$ cat src/rtl/mmu_regfile.sv
module mmu_regfile #(
  parameter logic [15:0] MMR0_VADDR = 16'o177572
) (
  input  logic         clk,
  input  logic         rst_n,
  input  logic         acc_valid,
  input  logic         acc_write,
  input  logic         acc_byte,
  input  logic [7:0]   acc_addr,
  input  logic [15:0]  acc_wdata,
  output logic [15:0]  rd_data,
  input  logic         mark_valid,
  input  logic [1:0]   mark_mode,
  input  logic         mark_dspace,
  input  logic [15:0]  mark_vaddr,
  output logic [767:0] par_flat,
  output logic [767:0] pdr_flat,
  output logic [15:0]  mmr0_o,
  output logic [15:0]  mmr3_o
);
  localparam int NPAGE = 8;
  localparam int NSET  = 2;
  localparam int NSLOT = 3;
  localparam int NREG  = NSLOT * NSET * NPAGE;
  localparam logic [15:0] PDR_ZERO  = 16'h80F0;
  localparam logic [15:0] AW_FLAGS  = 16'h00C0;
  localparam logic [15:0] WR_FLAG   = 16'h0040;
  localparam logic [15:0] MMR3_KEEP = 16'o000067;

  logic [15:0] par_q [NREG];
  logic [15:0] pdr_q [NREG];
  logic [15:0] mmr0_q, mmr3_q;

  wire       in_win = acc_addr[7:6] != 2'd3;
  wire [5:0] bidx   = in_win ? {acc_addr[7:6], acc_addr[4:1]} : 6'd0;
  wire       wr     = acc_valid & acc_write;
  wire       wr_pdr = wr & in_win & ~acc_addr[5];
  wire       wr_par = wr & in_win & acc_addr[5];
  wire       hit_m0 = acc_addr[7:1] == 7'b1100000;
  wire       hit_m3 = acc_addr[7:1] == 7'b1100001;

  function automatic logic [15:0] merge(input logic [15:0] old, input logic [15:0] d,
                                        input logic b, input logic hi);
    if (!b)      return d;
    else if (hi) return {d[7:0], old[7:0]};
    else         return {old[15:8], d[7:0]};
  endfunction

  logic [15:0] m0_next;
  always_comb begin
    m0_next = acc_wdata & ~16'h0C00;
    if (m0_next[0]) m0_next = m0_next & ~16'hE000;
    if ((mmr0_q[15:13] != 3'd0) && !m0_next[0]) m0_next = m0_next & 16'h00FE;
  end

  wire [1:0] mslot   = (mark_mode == 2'd3) ? 2'd2 : mark_mode;
  wire       mark_ok = mark_valid & mmr0_q[0] & ~mark_vaddr[0] &
                       (mark_vaddr != MMR0_VADDR) & (mark_mode != 2'd2);
  wire [5:0] midx    = {mslot, mark_dspace, mark_vaddr[15:13]};

  wire [15:0] wmerge_pdr = merge(pdr_q[bidx], acc_wdata, acc_byte, acc_addr[0]);
  wire [15:0] wmerge_par = merge(par_q[bidx], acc_wdata, acc_byte, acc_addr[0]);

  always_ff @(posedge clk) begin
    if (!rst_n) begin
      for (int i = 0; i < NREG; i++) begin
        par_q[i] <= '0;
        pdr_q[i] <= '0;
      end
      mmr0_q <= '0;
      mmr3_q <= '0;
    end else begin
      for (int i = 0; i < NREG; i++) begin
        if (wr_pdr && bidx == 6'(i))
          pdr_q[i] <= wmerge_pdr & ~PDR_ZERO;
        else if (wr_par && bidx == 6'(i))
          pdr_q[i] <= pdr_q[i] & ~AW_FLAGS;
        else if (mark_ok && midx == 6'(i))
          pdr_q[i] <= pdr_q[i] | WR_FLAG;
        if (wr_par && bidx == 6'(i))
          par_q[i] <= wmerge_par;
      end
      if (wr && hit_m0)
        mmr0_q <= acc_byte ? merge(mmr0_q, acc_wdata, 1'b1, acc_addr[0]) : m0_next;
      if (wr && hit_m3)
        mmr3_q <= merge(mmr3_q, acc_wdata, acc_byte, acc_addr[0]) & MMR3_KEEP;
    end
  end

  logic [15:0] rd_word;
  always_comb begin
    if (in_win)      rd_word = acc_addr[5] ? par_q[bidx] : pdr_q[bidx];
    else if (hit_m0) rd_word = mmr0_q;
    else if (hit_m3) rd_word = mmr3_q;
    else             rd_word = '0;
  end

  assign rd_data = !(acc_valid && !acc_write) ? 16'h0000 :
                   acc_byte ? {8'h00, acc_addr[0] ? rd_word[15:8] : rd_word[7:0]} : rd_word;

  for (genvar g = 0; g < NREG; g++) begin : g_exp
    assign par_flat[g*16 +: 16] = par_q[g];
    assign pdr_flat[g*16 +: 16] = pdr_q[g];
  end
  assign mmr0_o = mmr0_q;
  assign mmr3_o = mmr3_q;

  AST_PDR_ZEROED: assert property (@(posedge clk) disable iff (!rst_n)
    wr_pdr |=> (pdr_flat[$past(bidx)*16 +: 16] & PDR_ZERO) == 16'h0);
  AST_PAR_CLEARS_AW: assert property (@(posedge clk) disable iff (!rst_n)
    wr_par |=> pdr_flat[$past(bidx)*16 + 6 +: 2] == 2'b00);
  AST_MMR3_MASKED: assert property (@(posedge clk) disable iff (!rst_n)
    (wr && hit_m3) |=> (mmr3_o & ~MMR3_KEEP) == 16'h0);
  AST_MMR0_RSV_ZERO: assert property (@(posedge clk) disable iff (!rst_n)
    (wr && hit_m0 && !acc_byte) |=> mmr0_o[11:10] == 2'b00);
  AST_MARK_SETS_W: assert property (@(posedge clk) disable iff (!rst_n)
    (mark_ok && !wr) |=> pdr_flat[$past(midx)*16 + 6]);
  AST_IDLE_READ_ZERO: assert property (@(posedge clk) disable iff (!rst_n)
    !acc_valid |-> rd_data == 16'h0);
endmodule

$ cat config.mk
export PLATFORM = sky130hd
export DESIGN_NAME = mmu_regfile
export DESIGN_NICKNAME = d
export VERILOG_FILES = /design/src/rtl/mmu_regfile.sv
export SDC_FILE = /design/constraint.sdc
export NUM_CORES = 2
export LEC_CHECK = 0
export BUFFER_PORTS_ARGS = -buffer_cell sky130_fd_sc_hd__buf_4
export CAP_MARGIN = 25
export CELL_PAD_IN_SITES_DETAIL_PLACEMENT = 1
export CELL_PAD_IN_SITES_GLOBAL_PLACEMENT = 1
export CORE_AREA = 2 2 628 630
export CTS_BUF_LIST = sky130_fd_sc_hd__clkbuf_4 sky130_fd_sc_hd__clkbuf_8
export DETAILED_ROUTE_END_ITERATION = 10
export DIE_AREA = 0 0 630 632
export HOLD_SLACK_MARGIN = 0.1
export PLACE_DENSITY = 0.38
export RECOVER_POWER = 25
export SLEW_MARGIN = 20
export SYNTH_ARGS = -nofsm -noshare
export SYNTH_HDL_FRONTEND = slang
export SYNTH_SLANG_ARGS = --single-unit
$ cat constraint.sdc
create_clock -name clk -period 9.45 [get_ports clk]
set_input_delay 0.945 -clock clk [delete_from_list [all_inputs] [get_ports clk]]
set_output_delay 0.945 -clock clk [all_outputs]
set_load 0.03 [all_outputs]
==> results.md <==
- Synth warn: 0
- Routed length per instance: 46.2 um
- Failing checks: capacitance limit, slew limit
- Min Tclk post-route: approximately 7700 ps
- EDFF count, synth: 1,344
- Vias in the first global route: roughly 56,000
- Pre-antenna DRT Iters: 8
- Initial Util: 0.162
- Reg power frac: 0.429
- Final hold vios: 0
- Final Slew Violations: 19
- Fin Clk Skew: slightly above 100 ps
- Slew @ Worst Pin: ~1800 ps
- H-tree depth: 5
- Worst setup path endpoint: rd_data[2]
- Critical Path AT: between 6000 and 7000 ps
- GRT Total Usage: 0.271
- Worst hold path class: input pin to flip-flop
- Setup WS post-layout: roughly 1700 ps
- # port buffers: between 1,000 and 1,500
- Pre-CTS setup slack: ~1600 ps
- Placed cell area: roughly 0.08 mm2
- Worst Setup SP: acc_addr[7]
- Hold slack: approximately 210 ps
- Layout Cells excl Fill: about 12,000
- Compound-Gate Fraction of Synth Area: 0.105
- Critical Path End Type: output port
- Power density cells: a little over 200 mW/mm2
- Critical path required time: approximately 8500 ps
- Cells after synthesis: around 5,200
- RSZ-0062 raised after global routing: no
- Synthesized area per cell: between 10 and 15 um2
- Launching point of the worst reg2reg path: pdr_q[18][14]
- Ports: about 1,600
- Detail Placement HPWL: 442,000 um
- Die height: between 600 and 700 um
- Slew margin rel.: -0.231
- DR iter-0 viols: between 6,000 and 7,000
- Clock transition at path regs: 50 ps
- Filler Cells Inserted: ~45,000
- Worst-Skew Late Latency: roughly 1100 ps
- Routed wire length: 562,000 um
- Final setup violating endpoints: 0
- Worst reg2reg path endpoint: pdr_q[26][14]
- First-pass GRT wire length: slightly below 700,000 um
- Psw: approximately 0.0060 W
- R2R Setup Slk: ~4800 ps
- Max Root-Sink Buffers: 4
- Leak: roughly 29 nW
- Combinational share of power: 0.179
- Final nets: 6,791
- Switching Fraction: 0.350
- Pin count of the biggest net entering global routing: ~100
- CTS Buf Count: 286
- Drc violations: 0
- Hold_buf cts: 4
- Worst Setup Start Kind: input pin
- Yosys cell types: around 110
- Maximum VDD drop: 0.0879 mV
- Vias per cell: about 4.7
- Post-synthesis adder-cell area fraction: 0.000593
- Async S/R FF share, synth: 0
- Worst setup path class: input pin to output port
- Fin area: between 0.08 and 0.09 mm2
- Seq cells post-synth: 1,365
- Status: finished, violations left
- Share of cells above drive strength 1: 0.198
- Number of setup buffers added after CTS: 0
- Placed Cells: between 10,000 and 15,000
- Maxcap violations: 1
- Most frequent cells in the layout: 1,344 x edfxtp_1, 1,261 x nor2_1, 1,020 x clkbuf_1
- Clk sinks: roughly 1,400
- Area grow syn2layout: 29.7%
- Clock root buffer: clkbuf_8
- Vias: about 57,000
- Sequential share of the synthesized area: 0.644
- DIE WIDTH: around 630 um
- Global placement routability congestion: slightly above 0.9
- Commonest non-fill, non-tap cell in the layout: edfxtp_1
- Synthesized area: 0.0633 mm2
- Post-synthesis mux area share: 0.0583
- Post-Synth Simple-Gate Area: 0.126
- CTS tree: yes
- CORE AREA: about 0.4 mm2
- Reg2Reg Depth: 10
- Initial antenna violation count: 70
- Crit-path max FO: 32
- Ys flop type: edfxtp_1
- Clock power frac: 0.392
- Synth Area in XOR/XNOR: 0
- Int Pwr: 0.0111 W
- Post-DRT Antenna Nets: 0
- Largest family of logic cells by synthesized area: simple AND/OR/NAND/NOR gates
- Die footprint: 0.398 mm2
- Period utilization: 0.817
- TNS Setup: 0 ps
- Fmax: between 100 and 150 MHz
- FP Rows: 230
- CTS resizes: 0
- Total grt overflow: 0
how the worst min path moves through the flow:
stage	depth (start not counted)	endpoint	start	slack, ps
2_1_floorplan	2	mmr0_o[10]	mmr0_o[10]	610
3_3_place_gp	2	mmr0_o[10]	mmr0_o[10]	500
6_report	3	mmr0_o[1]	acc_wdata[1]	210
3_5_place_dp	2	mmr0_o[10]	mmr0_o[10]	510
4_1_cts	3	mmr0_o[3]	acc_wdata[3]	120
5_1_grt	3	mmr0_o[3]	acc_wdata[3]	190
metal layers:
layer / up-vias / track usage / wire length [um]
met5: - / 0 / 8
met4: 2 / 0.124 / 31500
met3: 736 / 0.0698 / 44700
met2: 3426 / 0.449 / 263000
met1: 30751 / 0.328 / 223000
li1: 21963 / - / -
area by class of cell:
type | count | area [um2] | share of cell area
clock buffers | 403 | 4860 | 0.0593
diodes | 25 | 62.6 | 0.000762
inverters | 36 | 139 | 0.00169
flip-flops and latches | 1365 | 40800 | 0.497
clock inverters | 88 | 717 | 0.00873
well taps | 5220 | 6530 | 0.0796
repair buffers | 1699 | 9260 | 0.113
multi-input cells | 3351 | 19700 | 0.240
Yosys cell counts, types with 11 or more instances:
master / number / share of area
a31oi_1: 12 / 0.0012
mux2_2: 60 / 0.011
o22a_1: 12 / 0.0017
nand2_1: 240 / 0.014
a22oi_1: 32 / 0.0038
o211a_1: 14 / 0.0022
edfxtp_1: 1344 / 0.64
inv_1: 33 / 0.0020
dfxtp_1: 21 / 0.0066
clkbuf_1: 212 / 0.013
nand2b_1: 27 / 0.0027
buf_1: 20 / 0.0012
a22o_1: 13 / 0.0018
and3_1: 11 / 0.0011
a2bb2oi_1: 37 / 0.0051
a211oi_1: 40 / 0.0047
nor3b_1: 28 / 0.0033
nor2_1: 1270 / 0.075
o21bai_1: 16 / 0.0019
a2111oi_0: 16 / 0.0022
a221oi_1: 34 / 0.0047
o21ai_0: 145 / 0.011
o22ai_1: 167 / 0.017
o211ai_1: 19 / 0.0023
mux2i_1: 247 / 0.039
mux4_2: 24 / 0.0085
nand3b_1: 21 / 0.0025
nor3_1: 60 / 0.0047
nand3_1: 56 / 0.0044
nor4_1: 26 / 0.0026
buf_2: 147 / 0.012
nand4_1: 15 / 0.0015
buf_4: 246 / 0.029
or3_1: 15 / 0.0015
nor2b_1: 44 / 0.0043
buf_6: 42 / 0.0075
o221ai_1: 110 / 0.015
nor2_2: 20 / 0.0020
a21oi_1: 149 / 0.012
registers in the layout (all words and copies together), names as in the netlist:
register	cells
par_q	768
pdr_q	576
mmr0_o	16
mmr3_o	5
power by group through the flow:
stage                     Sequential, W  Clock (W)  Combinational (W)
after floorplan                 0.00775          0           0.000977
after global placement          0.00744          0            0.00317
after detailed placement        0.00743          0            0.00319
after CTS                       0.00731    0.00679            0.00320
after global routing            0.00732    0.00702            0.00307
final                           0.00731    0.00667            0.00304
kinds of logic after synthesis:
family          Yosys count
simple gates           1876
compound gates          938
flops                  1365
buf+inv                 710
mux                     331
other cells               1
fa+ha+maj                 3
through the flow:
step	power [W]	util
2_1_floorplan	0.00873	-
3_3_place_gp	0.0106	0.204
3_5_place_dp	0.0106	0.205
4_1_cts	0.0173	0.219
5_1_grt	0.0174	0.210
6_report	0.0170	0.210
critical path: stages:
cell and delay (ps):
buf_4 180, ha_4 530, buf_4 580, and3b_2 280
buf_4 220, nand2_2 480, o22ai_1 330, a2111oi_0 1080
buf_4 260, a31oi_1 130, and3_1 230, a221o_1 320
o2bb2ai_1 780, buf_4 300
Note: power is estimated with default switching activity, not from simulation.
